File: src/rtl/tss_pkg.sv
package tss_pkg;
    typedef enum logic [1:0] {
        CH_IDLE    = 2'd0,
        CH_ONESHOT = 2'd1,
        CH_FREE    = 2'd2
    } ch_state_e;

    typedef enum logic [1:0] {
        ACT_NONE   = 2'd0,
        ACT_LOW    = 2'd1,
        ACT_HIGH   = 2'd2,
        ACT_TOGGLE = 2'd3
    } out_act_e;

    localparam int ADDR_CTRL = 0;
    localparam int ADDR_ACT  = 1;
    localparam int ADDR_OE   = 2;
    localparam int ADDR_CMP0 = 3;
endpackage

File: src/rtl/tss_chan.sv
module tss_chan
    import tss_pkg::*;
#(
    parameter int CW = 16
) (
    input  logic          clk,
    input  logic          rst_n,
    input  logic          en,
    input  logic          ctrl_we,
    input  logic          start_wr,
    input  logic          sel_wr,
    input  logic          cnt_we,
    input  logic [CW-1:0] cnt_wdata,
    input  logic [CW-1:0] cmp,
    input  logic [1:0]    action,
    output logic          run,
    output logic          sel,
    output logic [CW-1:0] cnt,
    output logic          match,
    output logic          level
);
    ch_state_e     state_q, state_d;
    logic          sel_q, sel_d;
    logic [CW-1:0] cnt_q, cnt_d;
    logic          level_q, level_d;
    logic          running;

    assign running = (state_q != CH_IDLE);

    // state register
    always_ff @(posedge clk or negedge rst_n) begin
        if (!rst_n) begin
            state_q <= CH_IDLE;
            sel_q   <= 1'b0;
            cnt_q   <= '0;
            level_q <= 1'b0;
        end else if (en) begin
            state_q <= state_d;
            sel_q   <= sel_d;
            cnt_q   <= cnt_d;
            level_q <= level_d;
        end
    end

    // next state: decisions use the stop-select held before this write
    always_comb begin
        sel_d   = ctrl_we ? sel_wr : sel_q;
        state_d = state_q;
        unique case (state_q)
            CH_IDLE: begin
                if (ctrl_we && start_wr)
                    state_d = sel_d ? CH_FREE : CH_ONESHOT;
            end
            CH_ONESHOT: begin
                if (match)
                    state_d = CH_IDLE;
                else
                    state_d = sel_d ? CH_FREE : CH_ONESHOT;
            end
            CH_FREE: begin
                if (ctrl_we && !start_wr)
                    state_d = CH_IDLE;
                else
                    state_d = sel_d ? CH_FREE : CH_ONESHOT;
            end
            default: state_d = CH_IDLE;
        endcase
    end

    // outputs and datapath
    always_comb begin
        match = en && running && (cnt_q == cmp);
        if (cnt_we)
            cnt_d = cnt_wdata;
        else if (running)
            cnt_d = match ? '0 : cnt_q + 1'b1;
        else
            cnt_d = cnt_q;
        level_d = level_q;
        if (match) begin
            unique case (out_act_e'(action))
                ACT_NONE:   level_d = level_q;
                ACT_LOW:    level_d = 1'b0;
                ACT_HIGH:   level_d = 1'b1;
                ACT_TOGGLE: level_d = ~level_q;
                default:    level_d = level_q;
            endcase
        end
        run   = running;
        sel   = sel_q;
        cnt   = cnt_q;
        level = level_q;
    end

    p_oneshot_keep_r5: assert property (@(posedge clk) disable iff (!rst_n)
        en && state_q == CH_ONESHOT && !match |=> run);
    p_match_stop_r4: assert property (@(posedge clk) disable iff (!rst_n)
        en && state_q == CH_ONESHOT && match |=> state_q == CH_IDLE);
    p_combined_keeps_r6: assert property (@(posedge clk) disable iff (!rst_n)
        en && state_q == CH_ONESHOT && !match && ctrl_we && sel_wr && !start_wr
        |=> state_q == CH_FREE);
    p_soft_stop_hold_r9: assert property (@(posedge clk) disable iff (!rst_n)
        en && state_q == CH_FREE && ctrl_we && !start_wr && !match
        |=> state_q == CH_IDLE && $stable(level_q));
    p_write_wins_r10: assert property (@(posedge clk) disable iff (!rst_n)
        en && cnt_we |=> cnt_q == $past(cnt_wdata));
    p_idle_hold_r3: assert property (@(posedge clk) disable iff (!rst_n)
        en && state_q == CH_IDLE && !cnt_we |=> $stable(cnt_q));
    p_gate_hold_r1: assert property (@(posedge clk) disable iff (!rst_n)
        !en |=> $stable(cnt_q) && $stable(state_q));
endmodule

File: src/rtl/tss_regs.sv
module tss_regs
    import tss_pkg::*;
#(
    parameter int CW  = 16,
    parameter int NCH = 2,
    parameter int AW  = 3
) (
    input  logic              clk,
    input  logic              rst_n,
    input  logic              en,
    input  logic              wr,
    input  logic [AW-1:0]     addr,
    input  logic [CW-1:0]     wdata,
    input  logic [NCH-1:0]    run,
    input  logic [NCH-1:0]    sel,
    input  logic [NCH*CW-1:0] cnt_flat,
    output logic [CW-1:0]     rdata,
    output logic              ctrl_we,
    output logic [NCH-1:0]    start_wr,
    output logic [NCH-1:0]    sel_wr,
    output logic [NCH-1:0]    cnt_we,
    output logic [NCH*CW-1:0] cmp_flat,
    output logic [2*NCH-1:0]  act_flat,
    output logic [NCH-1:0]    oe
);
    localparam int CNT_BASE = ADDR_CMP0 + NCH;

    logic [2*NCH-1:0] act_q;
    logic [NCH-1:0]   oe_q;
    logic             any_run;
    logic             wr_ok;
    logic             cfg_ok;

    assign any_run = |run;
    assign wr_ok   = en && wr;
    assign cfg_ok  = wr_ok && !any_run;
    assign ctrl_we = wr_ok && (addr == AW'(ADDR_CTRL));

    // configuration registers, write-protected while any channel runs
    always_ff @(posedge clk or negedge rst_n) begin
        if (!rst_n) begin
            act_q <= '0;
            oe_q  <= '0;
        end else begin
            if (cfg_ok && addr == AW'(ADDR_ACT))
                act_q <= wdata[2*NCH-1:0];
            if (cfg_ok && addr == AW'(ADDR_OE))
                oe_q <= wdata[NCH-1:0];
        end
    end

    for (genvar i = 0; i < NCH; i++) begin : g_ch
        logic [CW-1:0] cmp_q;
        always_ff @(posedge clk or negedge rst_n) begin
            if (!rst_n)
                cmp_q <= '0;
            else if (wr_ok && addr == AW'(ADDR_CMP0 + i))
                cmp_q <= wdata;
        end
        assign cmp_flat[i*CW +: CW] = cmp_q;
        assign cnt_we[i]   = wr_ok && (addr == AW'(CNT_BASE + i));
        assign start_wr[i] = wdata[i];
        assign sel_wr[i]   = wdata[NCH + i];

        p_gate_cmp_r1: assert property (@(posedge clk) disable iff (!rst_n)
            !en |=> $stable(cmp_q));
    end

    assign act_flat = act_q;
    assign oe       = oe_q;

    // read mux
    always_comb begin
        rdata = '0;
        if (en) begin
            if (addr == AW'(ADDR_CTRL)) begin
                rdata[NCH-1:0]     = run;
                rdata[2*NCH-1:NCH] = sel;
            end else if (addr == AW'(ADDR_ACT)) begin
                rdata[2*NCH-1:0] = act_q;
            end else if (addr == AW'(ADDR_OE)) begin
                rdata[NCH-1:0] = oe_q;
            end else begin
                for (int k = 0; k < NCH; k++) begin
                    if (addr == AW'(ADDR_CMP0 + k))
                        rdata = cmp_flat[k*CW +: CW];
                    if (addr == AW'(CNT_BASE + k))
                        rdata = cnt_flat[k*CW +: CW];
                end
            end
        end
    end

    p_protect_r11: assert property (@(posedge clk) disable iff (!rst_n)
        any_run |=> $stable(act_q) && $stable(oe_q));
    p_gate_cfg_r1: assert property (@(posedge clk) disable iff (!rst_n)
        !en |=> $stable(act_q) && $stable(oe_q));
endmodule

File: src/rtl/tmr_startstop.sv
module tmr_startstop
    import tss_pkg::*;
#(
    parameter int CW  = 16,
    parameter int NCH = 2,
    parameter int AW  = 3
) (
    input  logic           clk,
    input  logic           rst_n,
    input  logic           periph_en,
    input  logic           bus_wr,
    input  logic [AW-1:0]  bus_addr,
    input  logic [CW-1:0]  bus_wdata,
    output logic [CW-1:0]  rd_data,
    output logic [NCH-1:0] match_pulse,
    output logic [NCH-1:0] chan_out
);
    logic [NCH-1:0]    run, sel, start_wr, sel_wr, cnt_we, oe, level;
    logic [NCH*CW-1:0] cnt_flat, cmp_flat;
    logic [2*NCH-1:0]  act_flat;
    logic              ctrl_we;

    tss_regs #(.CW(CW), .NCH(NCH), .AW(AW)) u_regs (
        .clk      (clk),
        .rst_n    (rst_n),
        .en       (periph_en),
        .wr       (bus_wr),
        .addr     (bus_addr),
        .wdata    (bus_wdata),
        .run      (run),
        .sel      (sel),
        .cnt_flat (cnt_flat),
        .rdata    (rd_data),
        .ctrl_we  (ctrl_we),
        .start_wr (start_wr),
        .sel_wr   (sel_wr),
        .cnt_we   (cnt_we),
        .cmp_flat (cmp_flat),
        .act_flat (act_flat),
        .oe       (oe)
    );

    for (genvar i = 0; i < NCH; i++) begin : g_chan
        tss_chan #(.CW(CW)) u_chan (
            .clk       (clk),
            .rst_n     (rst_n),
            .en        (periph_en),
            .ctrl_we   (ctrl_we),
            .start_wr  (start_wr[i]),
            .sel_wr    (sel_wr[i]),
            .cnt_we    (cnt_we[i]),
            .cnt_wdata (bus_wdata),
            .cmp       (cmp_flat[i*CW +: CW]),
            .action    (act_flat[2*i +: 2]),
            .run       (run[i]),
            .sel       (sel[i]),
            .cnt       (cnt_flat[i*CW +: CW]),
            .match     (match_pulse[i]),
            .level     (level[i])
        );
        assign chan_out[i] = oe[i] & level[i];
    end

    p_pulse_needs_run_r8: assert property (@(posedge clk) disable iff (!rst_n)
        (match_pulse & ~run) == '0);
endmodule

File: config.mk
export PLATFORM = sky130hd
export DESIGN_NAME = tmr_startstop
export DESIGN_NICKNAME = d
export VERILOG_FILES = /design/src/rtl/tss_pkg.sv /design/src/rtl/tss_chan.sv /design/src/rtl/tss_regs.sv /design/src/rtl/tmr_startstop.sv
export SDC_FILE = /design/constraint.sdc
export NUM_CORES = 1
export LEC_CHECK = 0
export ABC_AREA = 1
export BUFFER_PORTS_ARGS = -buffer_cell sky130_fd_sc_hd__buf_2
export CAP_MARGIN = 30
export CORE_ASPECT_RATIO = 0.6
export CORE_MARGIN = 3
export CORE_UTILIZATION = 45
export DETAILED_ROUTE_END_ITERATION = 8
export PLACE_DENSITY = 0.74
export SYNTH_ARGS = -nofsm -noshare
export SYNTH_HDL_FRONTEND = slang
export SYNTH_HIERARCHICAL = 1
export SYNTH_SLANG_ARGS = --single-unit
File: constraint.sdc
create_clock -name clk -period 2.2 [get_ports clk]
set_input_delay 0.33 -clock clk [delete_from_list [all_inputs] [get_ports clk]]
set_output_delay 0.33 -clock clk [all_outputs]
set_load 0.005 [all_outputs]
Yosys cells after proc, flatten, opt, wreduce, memory -nomap -nowiden
Index checks and enable logic that the tools add are counted.

Bits of input ports: 23. Output and inout port bits: 20. Logic and storage cells: 107. Register bits after elaboration: 78.

Bitwise logic cells: 6. Mux-type cells: 31. Add/subtract/negate cells: 2. Equality and inequality tests: 20. Reduce and logical (&&, ||, !) cells: 36.

Operators by type and width (number): two-way mux 16 bit (11); adder 16 x 1 -> 16 bit (second input constant) (2); equality test 16 bit (2); two-way mux 12 bit (2); two-way mux 2 bit (9); logical AND 1 bit (17); two-way mux 14 bit (1); equality test 2 bit (second input constant) (6); case mux 2 bit (3 select lines) (2); equality test 3 bit (second input constant) (3); equality test 2 x 1 -> 1 bit (second input constant) (4); zero test 2 bit (4); two-way mux 4 bit (2); AND reduction 2 bit (4); nonzero test 2 bit (4); equality test 3 x 2 -> 1 bit (second input constant) (2); case mux 1 bit (3 select lines) (2); AND reduction 3 bit (2); inequality test 2 x 1 -> 1 bit (second input constant) (2); inverter 1 bit (4); equality test 3 x 1 -> 1 bit (second input constant) (1); zero test 1 bit (3); zero test 3 bit (1); bitwise AND 1 bit (2); 2 further kinds (3).

Logic depth before layout (Yosys ltp)
Depth after elaboration: 9. Gate-level depth with buffers: 13. Depth with buffers taken out: 11.

Modules after synthesis
The synthesis kept the hierarchy.

By module, submodules not included: tss_chan (area an instance 2025.7 um2, cells each 338, sequential area each 500.5 um2, times used 2); tss_regs (area an instance 2140.8 um2, cells each 294, sequential area each 950.9 um2, times used 1); tmr_startstop (area an instance 15.0 um2, cells each 4, sequential area each 0.0 um2, times used 1).

Worst setup path before layout
No wires, ideal clock.

Path type: input to register. Start: input bus_addr[0]. End: register g_chan[1].u_chan.cnt_q[10]. Setup time: 0.122 ns. Data required time: 2.078 ns. Setup slack: 0.210 ns. Arrival time: 1.869 ns. Buffers on the path: 3. Cell stages on the path: 13. Cell sequence: buf_4 > inv_2 > nand2_1 > nor2_4 > inv_1 > nor2_1 > buf_4 > inv_2 > a21oi_4 > inv_2 > buf_2 > a21oi_1 > a21oi_2.

Word-level cells in the longest chain between the ends: 4. Elaborated cells on any way between the ends: 5. Those cells by class: eq/ne: 1; mux: 1; reduce/logical: 3.

Ends and longest elaborated chain: from (decl) (RTL line tmr_startstop.sv:12) `input logic [AW-1:0] bus_addr,`; equality test 3 bit * (RTL line tss_regs.sv:61) `assign cnt_we[i] = wr_ok && (addr == AW'(CNT_BASE + i));`; logical AND 1 bit * (RTL line tss_regs.sv:61); net cnt_we[1] (RTL line tmr_startstop.sv:18) `logic [NCH-1:0] run, sel, start_wr, sel_wr, cnt_we, oe, level;`; nonzero test 2 bit (no source line); AND reduction 2 bit (no source line); to (signal assigned) (RTL line tss_chan.sv:40) `cnt_q <= cnt_d;`; to (decl) (RTL line tss_chan.sv:24) `logic [CW-1:0] cnt_q, cnt_d;`.

The timed path passes the listed nets; every way through them passes the cells marked *. A chain may end at the register's enable or synchronous reset.

Worst setup path after layout
Start: register g_chan[0].u_chan.cnt_q[11]. End: output match_pulse[0].

Word-level cells in the longest chain between the ends: 2.

Ends and longest elaborated chain: from (decl) (RTL line tss_chan.sv:24); from (signal assigned) (RTL line tss_chan.sv:40); equality test 16 bit (RTL line tss_chan.sv:72) `match = en && running && (cnt_q == cmp);`; logical AND 1 bit (RTL line tss_chan.sv:72); to (decl) (RTL line tmr_startstop.sv:15) `output logic [NCH-1:0] match_pulse,`.

No other way between the ends.

==> results by group <==
Power and ir drop
  • Gate power share: 46.6%
  • Int Pwr: 4.213 mW
  • Pwr per Cell Area: 1156 nW/um2
  • Sequential fraction of design power: 33.4%
  • Net Sw Power: 3.771 mW
  • Peak supply drop: 0.5576 mV
  • Final Power: 7.985 mW
  • Sw Ratio: 47.23%
  • P_leak: 3.729 nW
  • Clock power share: 19.9%

Route
  • Drt total wl: 20010 um
  • DRC: 0
  • Met2 routed WL: 7684 um
  • Final ANT Viol Nets: 0
  • Wirelength per Cell: 16.83 um
  • Met3 WL post-DR: 2208 um
  • Via density: 5.485
  • Iteration count of the initial detailed-routing pass: 5
  • Top Layer Used: met4
  • M1 WL: 9925 um
  • Drt first-iter violations: 770
  • Vias after detailed routing: 6522

Die
  • Die Area: 15290 um2
  • Rows: 32
  • Die W: 157.6 um
  • Core footprint: 13170 um2
  • Starting density of the core: 47.12%
  • Die Ht: 96.98 um
  • IO Count: 43

Clocking
  • Number of CTS-inserted buffers: 9
  • Clk slew on worst S/H paths: 0.06 ns
  • Worst-Skew Late Latency: 0.33 ns
  • Clk buf depth: 2
  • Clock sinks: 78
  • CTS H-tree depth: 3
  • CTS tree: built
  • Clk root buf: clkbuf_16

STA
  • Post-route minimum period: 2.020 ns
  • Worst Skew: 0.01178 ns
  • Setup Viol. Count Final: 0
  • Final Hold Vio Count: 0
  • RSZ-0062 raised after global routing: no
  • Final Max Slew Viols: 0
  • Final period util: 91.83%
  • Max-slew headroom: 62.82%
  • Slew @ Worst Pin: 0.5557 ns
  • Setup TNS: 0 ns
  • Fmax: 495.0 MHz

Finish
  • Diodes inserted: 0
  • Layout cell share with drive strength beyond 1: 15.90%
  • Area growth syn-to-layout: 11.29%
  • Nets: 1041

Job
  • Max-cap viol count: 0

Synthesis
  • Syn avg cell area: 6.373 um2
  • Synth area leaders: dfrtp_1, nand2_1, nor2_1, inv_1, a21oi_1
  • Synth top area share: 31.45%
  • Synth unique cells: 32
  • Synth Cell Area: 6207 um2
  • Syn Inst Count: 974
  • Post-synth net total: 999
  • Sequential fraction of the synthesis area: 31.45%
  • #FFs+latches synth: 78
  • Synth area leader: dfrtp_1
  • Yosys warns: 6

Critical path
  • Crit path max fanout: 6
  • Setup crit start kind: flop
  • Crit path required time: 1.87 ns
  • Crit path kind: reg2out
  • Crit. End Element: primary output
  • R2R depth: 7
  • Worst path arrival time: 1.69 ns

Hold path
  • Worst Hold Depth: 3
  • Worst hold-check path type: in2reg

Placed design
  • Post-DP HPWL: 15550 um
  • IO Port Bufs: 42
  • RePlAce Congestion: 0.9838

Global route
  • First-pass GRT wire length: 31770 um
  • Vias in the first global route: 5670
  • Total track usage: 26.42%
  • Largest net degree at the start of global routing: 33
  • GRT overflow: 0
  • Initial antenna violation count: 0

Run status
  • Status: complete, no violations
synth_stat cells (all sizes together):
cell	number
nand3	70
nand2	321
clkbuf	5
ha	2
buf	26
and3	2
xor2	18
nor3	13
nand4	20
o22ai	1
or2	4
a21oi	93
dfrtp	78
inv	128
o21ai	59
mux2i	2
nor2	132
path summary, 6_finish.rpt:
kind	startpoint	to	slack [ns]
min in group asynchronous	rst_n	g_chan[0].u_chan/state_q[1]	0.45
setup reg to reg	g_chan[0].u_chan/cnt[11]	g_chan[0].u_chan/level	0.27
hold reg to reg	g_chan[0].u_chan/level	g_chan[0].u_chan/level	0.48
max in group asynchronous	rst_n	g_chan[1].u_chan/cnt[13]	1.18
hold / removal	bus_wdata[8]	u_regs/g_ch[0].cmp_q[8]	0.29
setup / recovery	g_chan[0].u_chan/cnt[11]	match_pulse[0]	0.18
layer usage:
metal / track usage (%) / vias up
met5: 0 / -
met1: 43.59 / 3023
met3: 8.002 / 17
met2: 33.39 / 314
li1: - / 3168
met4: 4.133 / 0
flip-flops by register name, indices dropped and copies added, names as in the netlist:
signal,count
g_chan.u_chan/cnt,32
g_chan.u_chan/level,2
u_regs/act_flat,4
u_regs/g_ch.cmp_q,32
u_regs/oe,2
g_chan.u_chan/state_q,4
g_chan.u_chan/sel,2
metrics by stage:
step                instance area, um2  setup WS [ns]  instances  hold WS [ns]  util, %
floorplan                         6207         0.2095        974       0.03441        -
global placement                  6585         0.2740       1174        0.2668    49.99
detailed placement                6585         0.3086       1174        0.2651    49.99
CTS                               6907         0.1818       1189        0.2823    52.43
global route                      6908       0.006427       1189        0.3057    52.44
finish                            6908         0.1798       1189        0.2948    52.44
kinds of logic after synthesis:
| group | Yosys count | synth area share (%) |
|---|---|---|
| AOI/OAI and AO/OA | 153 | 13.93 |
| xor gates and xnor gates | 18 | 2.540 |
| adders and majority gates | 2 | 0.4031 |
| buffers and inverters | 159 | 11.01 |
| DFF | 78 | 31.45 |
| muxes | 2 | 0.3225 |
| and+or+nand+nor | 562 | 40.35 |
final cells by class:
type	instances	area, um2
Fill cell	1338	6265
Timing Repair Buffer	62	377.9
Inverter	128	480.5
Sequential cell	78	1953
Clock buffer	10	239.0
Multi-Input combinational cell	737	3572
Clock inverter	4	72.57
Tap cell	170	212.7
critical path: stages, from the launching register on:
cell and delay, ns:
dfrtp_1 0.46, inv_1 0.09, nand2_1 0.21, nand2_1 0.08
nor2_1 0.10, nand2_1 0.05, nor2_1 0.10, and3_1 0.15
buf_2 0.10
power by group through the flow:
| stage | sequential (mW) | combinational (mW) | clock [mW] |
|---|---|---|---|
| floorplan | 2.41 | 2.77 | 0 |
| global placement | 2.67 | 3.55 | 0 |
| detailed placement | 2.67 | 3.59 | 0 |
| CTS | 2.65 | 3.62 | 1.62 |
| global route | 2.74 | 4.20 | 1.68 |
| finish | 2.67 | 3.72 | 1.59 |
layout by cell type, fill, tap and decap left out, types with 3 or more instances in the layout:
cell type / synthesis / final
nor3_1: 9 / 9
nor2_1: 122 / 122
buf_4: 11 / 19
inv_1: 112 / 112
a21oi_1: 71 / 71
a21oi_2: 20 / 20
nor2_2: 5 / 5
nand2_1: 311 / 311
clkbuf_16: 0 / 9
buf_2: 11 / 41
nor3_2: 3 / 3
inv_2: 16 / 16
nand2_2: 10 / 10
o21ai_0: 33 / 33
nor2_4: 5 / 5
nand4_1: 20 / 20
nand3_1: 48 / 48
dfrtp_1: 78 / 77
nand3_2: 20 / 20
xor2_1: 18 / 18
o21ai_1: 26 / 26
timing repair:
item	CTS	global route
setup buffers	0	0
gates resized for setup	0	1
setup endpoints to repair	0	1
hold buffers	1	0
hold endpoints to repair	24	0
(Power assumes the default switching activity.)
